## config.mk

```make
export PLATFORM = sky130hd
export DESIGN_NAME = deadline_miss_monitor
export DESIGN_NICKNAME = d
export VERILOG_FILES = /design/src/rtl/dmm_pkg.sv /design/src/rtl/dmm_boundary.sv /design/src/rtl/dmm_slot_table.sv /design/src/rtl/dmm_readout.sv /design/src/rtl/deadline_miss_monitor.sv
export SDC_FILE = /design/constraint.sdc
export NUM_CORES = 1
export LEC_CHECK = 0
export BUFFER_PORTS_ARGS = -buffer_cell sky130_fd_sc_hd__buf_4
export CAP_MARGIN = 20
export CORE_ASPECT_RATIO = 0.5
export CORE_UTILIZATION = 60
export CTS_CLUSTER_DIAMETER = 40
export DETAILED_ROUTE_END_ITERATION = 6
export PLACE_DENSITY = 0.87
export SKIP_CTS_REPAIR_TIMING = 1
export SYNTH_ARGS = -nofsm -noshare
export SYNTH_HDL_FRONTEND = slang
export SYNTH_SLANG_ARGS = --single-unit
export TNS_END_PERCENT = 10
```

## constraint.sdc

```tcl
create_clock -name clk_i -period 12.65 [get_ports clk_i]
set_clock_uncertainty 0.15 [all_clocks]
set_input_delay 0 -clock clk_i [delete_from_list [all_inputs] [get_ports clk_i]]
set_output_delay 0 -clock clk_i [all_outputs]
set_load 0.02 [all_outputs]
```

## src/rtl/dmm_pkg.sv

```systemverilog
package dmm_pkg;
  localparam int unsigned HANDLE_WORDS = 4;
  localparam int unsigned REC_WORDS    = HANDLE_WORDS + 2;

  typedef enum logic {
    RO_IDLE,
    RO_STREAM
  } ro_state_e;
endpackage

```

## src/rtl/dmm_boundary.sv

```systemverilog
module dmm_boundary #(
  parameter int unsigned TIME_W = 32,
  parameter int unsigned PERIOD = 1000
) (
  input  logic              clk_i,
  input  logic              rst_ni,
  input  logic [TIME_W-1:0] time_i,
  output logic              tick_o
);
  localparam logic [TIME_W-1:0] STEP = TIME_W'(PERIOD);

  logic [TIME_W-1:0] next_q;

  assign tick_o = (time_i >= next_q);

  // one boundary per cycle; a large jump drains over consecutive cycles
  always_ff @(posedge clk_i or negedge rst_ni) begin
    if (!rst_ni)     next_q <= STEP;
    else if (tick_o) next_q <= next_q + STEP;
  end

  a_r2_boundary_held: assert property (@(posedge clk_i) disable iff (!rst_ni)
    !tick_o |=> $stable(next_q));
endmodule

```

## src/rtl/dmm_slot_table.sv

```systemverilog
module dmm_slot_table #(
  parameter int unsigned SLOTS  = 3,
  parameter int unsigned SLOT_W = 2,
  parameter int unsigned HW     = 128,
  parameter bit          KEYED  = 1'b1
) (
  input  logic                      clk_i,
  input  logic                      rst_ni,
  input  logic                      wr_i,
  input  logic [SLOT_W-1:0]         wr_slot_i,
  input  logic [HW-1:0]             wr_handle_i,
  input  logic                      tick_i,
  output logic [SLOTS-1:0]          miss_vec_o,
  output logic [SLOTS-1:0][HW-1:0]  handle_o
);
  logic [SLOTS-1:0] reg_q, fresh_q, hit;

  for (genvar s = 0; s < SLOTS; s++) begin : g_slot
    if (KEYED) begin : g_keyed
      logic [HW-1:0] handle_q;
      assign hit[s] = wr_i && (wr_slot_i == SLOT_W'(s));
      always_ff @(posedge clk_i or negedge rst_ni) begin
        if (!rst_ni)                 handle_q <= '0;
        else if (hit[s] && !reg_q[s]) handle_q <= wr_handle_i;
      end
      assign handle_o[s] = handle_q;
    end else begin : g_keyless
      assign hit[s]      = wr_i;
      assign handle_o[s] = '0;
    end

    // a write in the evaluation cycle belongs to the next window
    always_ff @(posedge clk_i or negedge rst_ni) begin
      if (!rst_ni) begin
        reg_q[s]   <= 1'b0;
        fresh_q[s] <= 1'b0;
      end else if (hit[s]) begin
        reg_q[s]   <= 1'b1;
        fresh_q[s] <= 1'b1;
      end else if (tick_i) begin
        fresh_q[s] <= 1'b0;
      end
    end

    assign miss_vec_o[s] = reg_q[s] & ~fresh_q[s];
  end

  a_r4_reg_sticky: assert property (@(posedge clk_i) disable iff (!rst_ni)
    ((reg_q & $past(reg_q)) == $past(reg_q)));
  a_r6_no_miss_unreg: assert property (@(posedge clk_i) disable iff (!rst_ni)
    (reg_q == '0) |-> (miss_vec_o == '0));
endmodule

```

## src/rtl/dmm_readout.sv

```systemverilog
module dmm_readout
  import dmm_pkg::*;
#(
  parameter int unsigned WORD_W = 32
) (
  input  logic                           clk_i,
  input  logic                           rst_ni,
  input  logic                           start_i,
  input  logic [WORD_W-1:0]              total_i,
  input  logic [WORD_W-1:0]              change_i,
  input  logic [HANDLE_WORDS*WORD_W-1:0] handle_i,
  input  logic                           ready_i,
  output logic                           valid_o,
  output logic [WORD_W-1:0]              data_o,
  output logic                           last_o,
  output logic                           busy_o
);
  localparam int unsigned IDX_W = $clog2(REC_WORDS);
  localparam logic [IDX_W-1:0] LAST_IDX = IDX_W'(REC_WORDS - 1);

  ro_state_e                           state_q;
  logic [IDX_W-1:0]                    idx_q;
  logic [REC_WORDS-1:0][WORD_W-1:0]    words_q;

  always_ff @(posedge clk_i or negedge rst_ni) begin
    if (!rst_ni) begin
      state_q <= RO_IDLE;
      idx_q   <= '0;
      words_q <= '0;
    end else if (state_q == RO_IDLE) begin
      if (start_i) begin
        state_q    <= RO_STREAM;
        idx_q      <= '0;
        words_q[0] <= total_i;
        words_q[1] <= change_i;
        for (int w = 0; w < HANDLE_WORDS; w++)
          words_q[w+2] <= handle_i[w*WORD_W +: WORD_W];
      end
    end else if (ready_i) begin
      if (idx_q == LAST_IDX) state_q <= RO_IDLE;
      else                   idx_q   <= idx_q + 1'b1;
    end
  end

  assign valid_o = (state_q == RO_STREAM);
  assign busy_o  = valid_o;
  assign data_o  = words_q[idx_q];
  assign last_o  = valid_o && (idx_q == LAST_IDX);

  a_r8_hold_word: assert property (@(posedge clk_i) disable iff (!rst_ni)
    (valid_o && !ready_i) |=> (valid_o && $stable(data_o) && $stable(idx_q)));
  a_r13_snapshot_frozen: assert property (@(posedge clk_i) disable iff (!rst_ni)
    (valid_o && !(ready_i && last_o)) |=> $stable(words_q));
endmodule

```

## src/rtl/deadline_miss_monitor.sv

```systemverilog
module deadline_miss_monitor
  import dmm_pkg::*;
#(
  parameter int unsigned NUM_SLOTS = 3,
  parameter bit          KEYED     = 1'b1,
  parameter int unsigned TIME_W    = 32,
  parameter int unsigned PERIOD    = 1000,
  parameter int unsigned WORD_W    = 32,
  localparam int unsigned SLOT_W   = (NUM_SLOTS > 1) ? $clog2(NUM_SLOTS) : 1,
  localparam int unsigned HW       = HANDLE_WORDS * WORD_W
) (
  input  logic              clk_i,
  input  logic              rst_ni,
  input  logic [TIME_W-1:0] time_i,
  input  logic              wr_i,
  input  logic [SLOT_W-1:0] wr_slot_i,
  input  logic [HW-1:0]     wr_handle_i,
  input  logic              rd_req_i,
  input  logic              rd_ready_i,
  output logic              rd_valid_o,
  output logic [WORD_W-1:0] rd_data_o,
  output logic              rd_last_o,
  output logic              miss_flag_o
);
  localparam int unsigned SLOTS = KEYED ? NUM_SLOTS : 1;

  logic                      tick, busy, rd_start;
  logic [SLOTS-1:0]          miss_vec;
  logic [SLOTS-1:0][HW-1:0]  handles;
  logic [WORD_W-1:0]         total_q, change_q, add_c;
  logic [HW-1:0]             last_handle_q, hit_handle_c;
  logic                      flag_q, any_c;

  dmm_boundary #(.TIME_W(TIME_W), .PERIOD(PERIOD)) u_boundary (
    .clk_i, .rst_ni, .time_i, .tick_o(tick)
  );

  dmm_slot_table #(.SLOTS(SLOTS), .SLOT_W(SLOT_W), .HW(HW), .KEYED(KEYED)) u_slots (
    .clk_i, .rst_ni, .wr_i, .wr_slot_i, .wr_handle_i,
    .tick_i(tick), .miss_vec_o(miss_vec), .handle_o(handles)
  );

  assign rd_start = rd_req_i && !busy;

  // ascending scan: the highest missing slot supplies the handle
  always_comb begin
    add_c        = '0;
    any_c        = 1'b0;
    hit_handle_c = last_handle_q;
    for (int s = 0; s < SLOTS; s++) begin
      if (tick && miss_vec[s]) begin
        add_c        = add_c + 1'b1;
        any_c        = 1'b1;
        hit_handle_c = handles[s];
      end
    end
  end

  always_ff @(posedge clk_i or negedge rst_ni) begin
    if (!rst_ni) begin
      total_q       <= '0;
      change_q      <= '0;
      flag_q        <= 1'b0;
      last_handle_q <= '0;
    end else begin
      total_q       <= total_q + add_c;
      change_q      <= (rd_start ? '0 : change_q) + add_c;
      flag_q        <= any_c || (flag_q && !rd_start);
      last_handle_q <= hit_handle_c;
    end
  end

  dmm_readout #(.WORD_W(WORD_W)) u_readout (
    .clk_i, .rst_ni, .start_i(rd_start),
    .total_i(total_q), .change_i(change_q), .handle_i(last_handle_q),
    .ready_i(rd_ready_i), .valid_o(rd_valid_o), .data_o(rd_data_o),
    .last_o(rd_last_o), .busy_o(busy)
  );

  assign miss_flag_o = flag_q;

  a_r7_flag_clears: assert property (@(posedge clk_i) disable iff (!rst_ni)
    (rd_start && !tick) |=> !miss_flag_o);
  a_r9_change_bound: assert property (@(posedge clk_i) disable iff (!rst_ni)
    change_q <= total_q);
  a_r3_step_bound: assert property (@(posedge clk_i) disable iff (!rst_ni)
    (total_q - $past(total_q)) <= WORD_W'(SLOTS));
endmodule

```

=== Word level (Yosys, flattened, before mapping) ===
Cells that the tools add are included.

* Memories: 0
* Latch bits: 0
* Bits in registers: 811
* Logic and storage cells: 92
* Bits in read-only memories: 0
* Memory bits (writable): 0

* Multipliers: 0
* Reductions and logical operators: 26
* $add $sub $neg: 6
* Divide/modulo/power cells: 0
* Equality and inequality tests: 5
* Shifts and indexed selects: 0
* Mux-type cells: 24
* $lt $le $gt $ge: 2
* Bitwise operators: 7

{| class="wikitable"
|+ Operators with widths
! operator !! number
|-
| 2-to-1 mux 128 bit || 3
|-
| 2-to-1 mux 32 bit || 4
|-
| binary-select mux 32 bit (select 3 bit) || 1
|-
| adder 32 x 1 -> 32 bit, second input constant || 2
|-
| adder 32 bit || 2
|-
| adder 32 x 10 -> 32 bit, second input constant || 1
|-
| greater-or-equal comparator 32 bit || 1
|-
| logical AND 1 bit || 12
|-
| 2-to-1 mux 1 bit || 12
|-
| 2-to-1 mux 3 bit || 4
|-
| nonzero test 2 bit || 4
|-
| zero test 1 bit || 5
|-
| < comparator 3 x 4 -> 1 bit, second input constant || 1
|-
| inequality test 2 bit, second input constant || 2
|-
| inverter 1 bit || 4
|-
| adder 3 x 1 -> 3 bit, second input constant || 1
|-
| bitwise AND 1 bit || 3
|-
| equality test 3 bit, second input constant || 1
|-
| AND reduction 3 bit || 1
|-
| nonzero test 3 bit || 1
|-
| equality test 2 x 1 -> 1 bit, second input constant || 1
|-
| equality test 2 bit, second input constant || 1
|-
| zero test 2 bit || 1
|-
| AND reduction 2 bit || 1
|-
| logical OR 1 bit || 1
|}

=== Logic depth before layout (Yosys ltp) ===
Gate-level depths: netlist of the first run.

* Depth in word-level cells: 9
* Depth in mapped cells: 21
* Mapped depth without buffers: 19

=== By module ===
From an unflattened synthesis of the first run, not the netlist that was laid out.

* Cells, all modules: 2989
* Area, all modules: 36929.2 um^2

{| class="wikitable"
|+ Modules (own cells, without submodules)
! module !! cells each !! times used !! area an instance (um^2) !! seq. area each (um^2)
|-
| dmm_slot_table || 834 || 1 || 14636.5 || 9759.4
|-
| deadline_miss_monitor || 1315 || 1 || 10329.9 || 4829.6
|-
| dmm_readout || 615 || 1 || 9825.7 || 4904.7
|-
| dmm_boundary || 225 || 1 || 2137.0 || 733.2
|}

=== Least setup slack after synthesis of the first run ===
Ideal clock, no wire load.

* Path kind: register -> register
* Start point: register u_boundary.next_q[3]
* End point: register change_q[31]
* Required time: 12381 ps
* Stages on the path, launching flop included: 19
* Buffers on the path: 2
* Library setup time: 119 ps
* Path slack: 7796 ps
* Data arrival time: 4585 ps
* Clock period less this slack: 4854 ps
* Path through: dfstp_2 -> ha_1 -> or4b_1 -> a21oi_1 -> o21ai_2 -> a21boi_2 -> nor2_1 -> clkbuf_1 -> or3b_1 -> ha_1 -> o21ai_0 -> ha_1 -> a21o_1 -> nand2_1 -> a21oi_1 -> nor3_1 -> clkbuf_1 -> nor4_1 -> o21a_1

* Cells in the longest elaborated chain, start to end: 8

{| class="wikitable"
|+ Ends and longest elaborated chain
! what !! RTL line !! source
|-
| start, declared || dmm_boundary.sv:12 || <nowiki>logic [TIME_W-1:0] next_q;</nowiki>
|-
| start signal, assigned || dmm_boundary.sv:19 || <nowiki>else if (tick_o) next_q <= next_q + STEP;</nowiki>
|-
| greater-or-equal comparator 32 bit * || dmm_boundary.sv:14 || <nowiki>assign tick_o = (time_i >= next_q);</nowiki>
|-
| logical AND 1 bit || deadline_miss_monitor.sv:51 || <nowiki>if (tick && miss_vec[s]) begin</nowiki>
|-
| 2-to-1 mux 1 bit || deadline_miss_monitor.sv:51 ||
|-
| adder 32 x 1 -> 32 bit || deadline_miss_monitor.sv:52 || <nowiki>add_c = add_c + 1'b1;</nowiki>
|-
| 2-to-1 mux 32 bit || deadline_miss_monitor.sv:51 ||
|-
| adder 32 x 1 -> 32 bit || deadline_miss_monitor.sv:52 ||
|-
| 2-to-1 mux 32 bit * || deadline_miss_monitor.sv:51 ||
|-
| adder 32 bit * || deadline_miss_monitor.sv:67 || <nowiki>change_q <= (rd_start ? '0 : change_q) + add_c;</nowiki>
|-
| end signal, assigned || deadline_miss_monitor.sv:67 ||
|-
| end, declared || deadline_miss_monitor.sv:30 || <nowiki>logic [WORD_W-1:0] total_q, change_q, add_c;</nowiki>
|}

Every way passes the cells marked *; elsewhere a longest branch is shown, timed or not.
A chain may end at the register's enable or synchronous reset.

=== Worst setup path after layout of the first run ===
* Start point: register u_boundary.next_q[19]
* End point: register change_q[29]

The elaborated chain is that of the path after synthesis.

==> results.sh, run 1 <==
export IMPL_postSynthRegisterBits=808
export IMPL_synth_area_top_cells="dfrtp_1 55%, mux2_2 12%, mux2i_1 8.1%, nand2_1 6.5%, nand2b_1 2.5%"
export IMPL_irDropWorstVdd_uv=108
export IMPL_overflow=0
export IMPL_fraction_of_registers_with_async_set_reset_pct=100
export IMPL_worst_setup_path_type="reg -> reg"
export IMPL_cts_buffers_inserted=71
export IMPL_routed_via_density=6.10
export IMPL_dp_slack_ns=6.86
export IMPL_worstHoldPathType="in -> async"
export IMPL_clock_tree_root_driver_cell="clkbuf_16"
export IMPL_number_of_nets_in_the_layout=3564
export IMPL_yosys_area_top_type_share_pct=55.4
export IMPL_maxCapViolCount=0
export IMPL_synth_cell_types=65
export IMPL_setup_violations=0
export IMPL_synth_edff_count=0
export IMPL_drive_gt1_share_pct=23.3
export IMPL_rsz0062_at_grt="no"
export IMPL_clk_pin_slew_worst_paths_ns=0.07
export IMPL_first_pass_grt_wire_length_mm=146
export IMPL_synthToLayoutAreaGrowth_pct=16.5
export IMPL_globalRoute_busiestLayer="met2"
export IMPL_arrival_ns=6.33
export IMPL_power_share_clock_pct=35.1
export IMPL_route_antenna_remaining_nets=0
export IMPL_shortest_clock_period_the_worst_path_allows_after_layout_ns=5.95
export IMPL_share_comb_of_total_power_pct=15.2
export IMPL_cts_htree_levels=3
export IMPL_layout_worst_path_cycle_share_pct=47.1
export IMPL_core_rowCount=63
export IMPL_worst_pin_slew_ns=1.11
export IMPL_cts_max_path_buffers=3
export IMPL_outcome="complete, but fails checks"
export IMPL_cts_sinks=808
export IMPL_netlist_top_cell_by_area="dfrtp_1"
export IMPL_p_int_w=0.00465
export IMPL_maximum_number_of_pins_on_one_net_before_global_route_repair=199
export IMPL_synth_sequential_area_ratio_pct=55.9
export IMPL_worst_skew_pair_late_latency_ns=0.61
export IMPL_routabilityCongestion=0.914
export IMPL_fmaxAchievable_mhz=168
export IMPL_groute_layer_met3_usage_pct=6.69
export IMPL_cts_tree="yes"
export IMPL_drt_pass1_iterations=7
export IMPL_final_cells=4223
export IMPL_groute_usage_overall_pct=30.6
export IMPL_dp_hpwl_mm=57.2
export IMPL_report_final_slew_viol_count=0
export IMPL_mapped_nets=3302
export IMPL_post_route_worst_setup_slack_ns=6.70
export IMPL_crit_family="simple AND/OR/NAND/NOR gates"
export IMPL_post_layout_total_power_w=0.00635
export IMPL_syn_mean_instance_area_um2=11.7
export IMPL_switching_share_pct=26.8
export IMPL_worst_slew_margin_rel_pct=26.0
export IMPL_warnings_synthesis=0
export IMPL_nFillCells=3715
export IMPL_wl_cell_um=22.7
export IMPL_synth_top_flop_cell="dfrtp_1"
export IMPL_die_area_mm2=0.0614
export IMPL_slowest_stage="nor2_1"
export IMPL_switchingPower_w=0.00171
export IMPL_critical_path_max_stage_delay_ns=0.72
export IMPL_power_leakage_nw=22.2
export IMPL_post_synth_inst_count=3094
export IMPL_crit_path_max_fanout=37
export IMPL_initial_antenna_violation_count=2
export IMPL_crit_path_cell_trace="inv_1 > ha_1 > a21oi_1 > o21ai_1 > a221oi_2 > nand2_1 > nor2_1 > nor2b_2 > inv_6 > ha_1 > o21ai_0 > ha_1 > a21o_1 > nand3_1 > a21oi_1 > nor3_1 > buf_4 > or4_1 > a21oi_1"
export IMPL_drt_wl_total_mm=95.8
export IMPL_syn_cell_area_mm2=0.0362
export IMPL_route_vias_total=25800
export IMPL_critical_path_startpoint_type="register"
export IMPL_final_setup_tns_ns=0
export IMPL_failed_checks="DRC, hold timing"
export IMPL_worstPathBufferInverterCount=3
export IMPL_worst_setup_path_end_kind="register"
export IMPL_numPlacedInstances=3958
export IMPL_vias_in_the_first_global_route=25900
export IMPL_power_per_cell_area_mw_per_mm2=151
export IMPL_drt_first_iter_violations=2777
export IMPL_floorplan_initialDensity_pct=60.9
export IMPL_power_sequential_fraction_pct=49.7
export IMPL_global_route_usage_met2_pct=48.4
export IMPL_cp_required_ns=13.02
export IMPL_drt_drc_violations_left=11
export IMPL_finalHoldViolations=60
export IMPL_global_route_usage_met1_pct=41.5
export IMPL_placeableCoreArea_mm2=0.0594
export IMPL_dieWidth_um=349
export IMPL_io_pin_count=202
export IMPL_fp_dieH_um=176
export IMPL_place_port_buffers=201
export IMPL_finalHoldWorstSlack_ns=-0.0476
## flip-flops by register name (all words and copies together), names as in the netlist
register	cells
u_readout.idx_q	3
u_slots.reg_q	3
u_slots.g_slot.g_keyed.handle_q	384
u_readout.busy_o	1
total_q	32
u_boundary.next_q	29
change_q	32
u_readout.words_q	192
u_slots.fresh_q	3
last_handle_q	128
miss_flag_o	1
## per-stage QoR
step | util [%] | instance area [um2]
after floorplan | - | 36200
after global placement | 64.6 | 38400
after detailed placement | 64.6 | 38400
after CTS | 68.6 | 40800
after global routing | 71.0 | 42200
final | 71.0 | 42200
## power groups by stage
| stage | Clock (W) | Combinational (W) | Sequential, W |
|---|---|---|---|
| after floorplan | 0 | 0.000648 | 0.00309 |
| after global placement | 0 | 0.000837 | 0.00317 |
| after detailed placement | 0 | 0.000893 | 0.00319 |
| after CTS | 0.00223 | 0.000904 | 0.00315 |
| after global routing | 0.00234 | 0.00103 | 0.00320 |
| final | 0.00223 | 0.000965 | 0.00316 |
## area by class of cell
type | instances | area (um2) | share of cell area (%)
Sequential cell | 808 | 20200 | 48.0
Clock buffer | 105 | 2150 | 5.09
Tap cell | 812 | 1020 | 2.41
Multi-Input combinational cell | 2029 | 15000 | 35.7
Clock inverter | 19 | 218 | 0.516
Inverter | 76 | 290 | 0.688
Antenna cell | 4 | 10.0 | 0.0237
Timing Repair Buffer | 370 | 3230 | 7.65
## synthesized netlist by cell type (2+ instances only)
| cell type | number |
|---|---|
| dfrtp_1 | 802 |
| nand2_1 | 624 |
| mux2_2 | 385 |
| mux2i_1 | 294 |
| a21oi_1 | 173 |
| nand2b_1 | 142 |
| clkbuf_1 | 135 |
| inv_1 | 75 |
| xnor2_1 | 44 |
| ha_1 | 39 |
| buf_2 | 36 |
| o22ai_1 | 33 |
| mux4_2 | 32 |
| nand3_1 | 31 |
| xor2_1 | 22 |
| nor2_1 | 20 |
| o21ai_0 | 18 |
| a211oi_1 | 17 |
| nor3_1 | 17 |
| or4_1 | 14 |
| and3_1 | 13 |
| o31ai_1 | 13 |
| nor4_1 | 11 |
| nand4_1 | 10 |
| buf_1 | 8 |
| or3_1 | 8 |
| and2_1 | 7 |
| o21ai_1 | 7 |
| dfstp_2 | 6 |
| nor2b_1 | 5 |
| and4_1 | 4 |
| a21o_1 | 3 |
| nor3b_1 | 3 |
| a2111o_1 | 2 |
| a2111oi_0 | 2 |
| a211o_1 | 2 |
| a22o_1 | 2 |
| a22oi_1 | 2 |
| buf_4 | 2 |
| fa_1 | 2 |
| nand3b_1 | 2 |
| nor4b_1 | 2 |
| o21ai_2 | 2 |
| o41ai_1 | 2 |
## placed cells by master, fill, tap and decap left out, types with 22 or more instances in the layout
cell type | netlist | layout
a21oi_1 | 173 | 173
buf_4 | 2 | 226
clkbuf_16 | 0 | 74
dfrtp_1 | 802 | 801
dlygate4sd3_1 | 0 | 136
ha_1 | 39 | 38
inv_1 | 75 | 75
mux2_2 | 385 | 385
mux2i_1 | 294 | 294
mux4_2 | 32 | 32
nand2_1 | 624 | 624
nand2b_1 | 142 | 141
nand3_1 | 31 | 31
o22ai_1 | 33 | 33
xnor2_1 | 44 | 44
xor2_1 | 22 | 22
## logic make-up (layout without fill, tap and decap cells)
| logic type | Yosys count | count (layout) | share of synthesized area [%] |
|---|---|---|---|
| buf+inv | 257 | 570 | 2.81 |
| fa+ha+maj | 41 | 41 | 1.46 |
| flops | 808 | 808 | 55.9 |
| simple gates | 920 | 920 | 11.5 |
| mux | 711 | 711 | 22.1 |
| xor+xnor | 66 | 66 | 1.60 |
| other cells | 0 | 4 | 0 |
| compound gates | 291 | 291 | 4.72 |
## worst reg2reg max path, delay by kind of cell, from the launching register on
| family | cells | cell delay [ns] |
|---|---|---|
| AND/OR/NAND/NOR | 6 | 1.88 |
| AO/OA/AOI/OAI | 7 | 1.79 |
| adder cells (fa/ha/maj) | 3 | 0.94 |
| buffers and inverters | 3 | 0.74 |
| flip-flops | 1 | 0.37 |
## routing by layer
metal	part of all wire [%]	vias up	wire (um)
met5	0.014	-	13
met4	3.6	2	3480
met2	48	1166	45500
li1	-	11100	-
met1	40	13200	38800
met3	8.4	253	8020
## final timing paths
kind | start | end | cells past startpoint | slack [ns]
worst max-delay path | u_boundary.next_q[19] | change_q[29] | 19 | 6.70
worst min-delay path | rst_ni | u_slots.g_slot[0].g_keyed.handle_q[112] | 2 | -0.05
worst max register to register | u_boundary.next_q[19] | change_q[29] | 19 | 6.70
worst min register to register | last_handle_q[53] | u_readout.words_q[117] | 2 | 0.31
max in group asynchronous | rst_ni | u_slots.g_slot[2].g_keyed.handle_q[24] | 4 | 9.99
min in group clk_i | wr_handle_i[45] | u_slots.g_slot[1].g_keyed.handle_q[45] | 3 | 0.03
Note: power is estimated with default switching activity, not from simulation.
==> run 2, diff against run 1 <==
Clock period 12.65 ns to 5.6 ns, I/O delays scaled along.
==> results.sh, run 2 (synthesized netlist as in run 1, its figures left out) <==
export IMPL_outcome="completed"
export IMPL_worst_skew_pair_late_latency_ns=0.63
export IMPL_global_route_usage_met2_pct=47.9
export IMPL_cts_sinks=808
export IMPL_cp_required_ns=5.99
export IMPL_maximum_number_of_pins_on_one_net_before_global_route_repair=209
export IMPL_arrival_ns=5.62
export IMPL_groute_layer_met3_usage_pct=6.45
export IMPL_shortest_clock_period_the_worst_path_allows_after_layout_ns=5.23
export IMPL_routabilityCongestion=0.965
export IMPL_worst_setup_path_end_kind="register"
export IMPL_crit_path_max_fanout=16
export IMPL_cts_buffers_inserted=71
export IMPL_dieWidth_um=349
export IMPL_drt_pass1_iterations=6
export IMPL_setup_violations=0
export IMPL_core_rowCount=63
export IMPL_place_port_buffers=201
export IMPL_globalRoute_busiestLayer="met2"
export IMPL_worst_setup_path_type="reg -> reg"
export IMPL_largest_register_ffs=384
export IMPL_groute_usage_overall_pct=30.3
export IMPL_drt_wl_total_mm=96.6
export IMPL_final_setup_tns_ns=0
export IMPL_route_antenna_remaining_nets=0
export IMPL_drt_first_iter_violations=2783
export IMPL_power_leakage_nw=22.3
export IMPL_synthToLayoutAreaGrowth_pct=17.0
export IMPL_clock_tree_root_driver_cell="clkbuf_16"
export IMPL_cts_max_path_buffers=3
export IMPL_registers_top_by_ff_count="u_slots.g_slot.g_keyed.handle_q"
export IMPL_cts_htree_levels=3
export IMPL_irDropWorstVdd_uv=223
export IMPL_final_common_cell="dfrtp_1"
export IMPL_route_vias_total=26000
export IMPL_dp_hpwl_mm=56.8
export IMPL_fmaxAchievable_mhz=191
export IMPL_layout_worst_path_cycle_share_pct=93.3
export IMPL_vias_in_the_first_global_route=25800
export IMPL_rsz0062_at_grt="no"
export IMPL_report_final_slew_viol_count=0
export IMPL_die_area_mm2=0.0614
export IMPL_worst_pin_slew_ns=1.16
export IMPL_biggestRegsByFlops="u_slots.g_slot.g_keyed.handle_q x384, u_readout.words_q x192, last_handle_q x128"
export IMPL_io_pin_count=202
export IMPL_worstHoldPathType="in -> reg"
export IMPL_placeableCoreArea_mm2=0.0594
export IMPL_critical_path_startpoint_type="register"
export IMPL_first_pass_grt_wire_length_mm=145
export IMPL_drt_drc_violations_left=0
export IMPL_wl_cell_um=22.8
export IMPL_fp_dieH_um=176
export IMPL_power_per_cell_area_mw_per_mm2=341
export IMPL_clk_pin_slew_worst_paths_ns=0.07
export IMPL_maxCapViolCount=0
export IMPL_overflow=0
export IMPL_commonest_cells_after_routing_fill_and_taps_aside="801 x dfrtp_1, 624 x nand2_1, 385 x mux2_2, 294 x mux2i_1, 227 x buf_4"
export IMPL_final_cells=4235
export IMPL_finalHoldViolations=0
export IMPL_drive_gt1_share_pct=23.3
export IMPL_finalHoldWorstSlack_ns=0.00653
export IMPL_global_route_usage_met1_pct=41.4
export IMPL_numPlacedInstances=3962
export IMPL_number_of_nets_in_the_layout=3574
export IMPL_routed_via_density=6.15
export IMPL_initial_antenna_violation_count=2
export IMPL_cts_tree="yes"
export IMPL_floorplan_initialDensity_pct=60.9
export IMPL_worst_slew_margin_rel_pct=22.6
run 2: cell count changes in the layout (fill, tap and decap cells not counted), sizes merged:
cell	previous run	this run
clkbuf	105	98
buf	234	240
inv	78	83
dlygate4sd3	136	140
bufinv	3	6
clkinv	10	12
diode	4	3
run 2: final timing paths:
| check | start | to | slack (ns) | depth (start not counted) |
|---|---|---|---|---|
| max reg2reg | u_boundary.next_q[28] | change_q[19] | 0.37 | 17 |
| min reg2reg | last_handle_q[60] | u_readout.words_q[124] | 0.30 | 2 |
| min | wr_handle_i[112] | u_slots.g_slot[0].g_keyed.handle_q[112] | 0.007 | 3 |
| min in group asynchronous | rst_ni | total_q[14] | 0.30 | 3 |
| max | u_boundary.next_q[28] | change_q[19] | 0.37 | 17 |
| max in group asynchronous | rst_ni | u_readout.words_q[60] | 3.51 | 4 |
run 2: layout make-up:
| cell class | count | area (um2) |
|---|---|---|
| flip-flops and latches | 808 | 20200 |
| fillers | 3624 | 17100 |
| multi-input cells | 2029 | 15000 |
| repair buffers | 380 | 3380 |
| clock buffers | 98 | 2000 |
| well taps | 812 | 1020 |
| clock inverters | 29 | 398 |
| inverters | 76 | 290 |
| diodes | 3 | 7.51 |
run 2: power breakdown:
group | internal (W) | total [W] | leakage, nW | switching (W)
Sequential | 0.00660 | 0.00717 | 10.5 | 0.000573
Clock | 0.00283 | 0.00512 | 1.16 | 0.00229
Combinational | 0.00110 | 0.00216 | 10.6 | 0.00106
Total | 0.0105 | 0.0145 | 22.3 | 0.00393
run 2: per-layer routing:
layer	up-vias	share of wire, %
met5	-	0.011
met4	2	4.0
met3	282	8.7
met2	1267	48
met1	13300	40
li1	11200	-
run 2: critical path: stages, from the launching register on:
cell      delay, ns
dfrtp_1        0.38
inv_1          0.08
ha_1           0.28
nand4_1        0.19
nor4_2         0.70
a21boi_2       0.39
nor2_1         0.18
or3b_1         0.47
ha_4           0.29
xnor2_1        0.24
ha_1           0.22
a21o_1         0.21
nand3_1        0.14
a21oi_1        0.29
nor3_1         0.08
buf_4          0.19
or4_1          0.52
a21oi_1        0.15
run 2: through the flow:
stage                     total power, W  util [%]  area [um2]  setup WS, ns
after floorplan                  0.00844         -       36200         0.746
after global placement           0.00904      64.7       38500         0.779
after detailed placement         0.00919      64.7       38500         0.509
after CTS                         0.0142      68.8       40900         0.512
after global routing              0.0149      71.3       42400        0.0766
final                             0.0145      71.3       42400         0.374
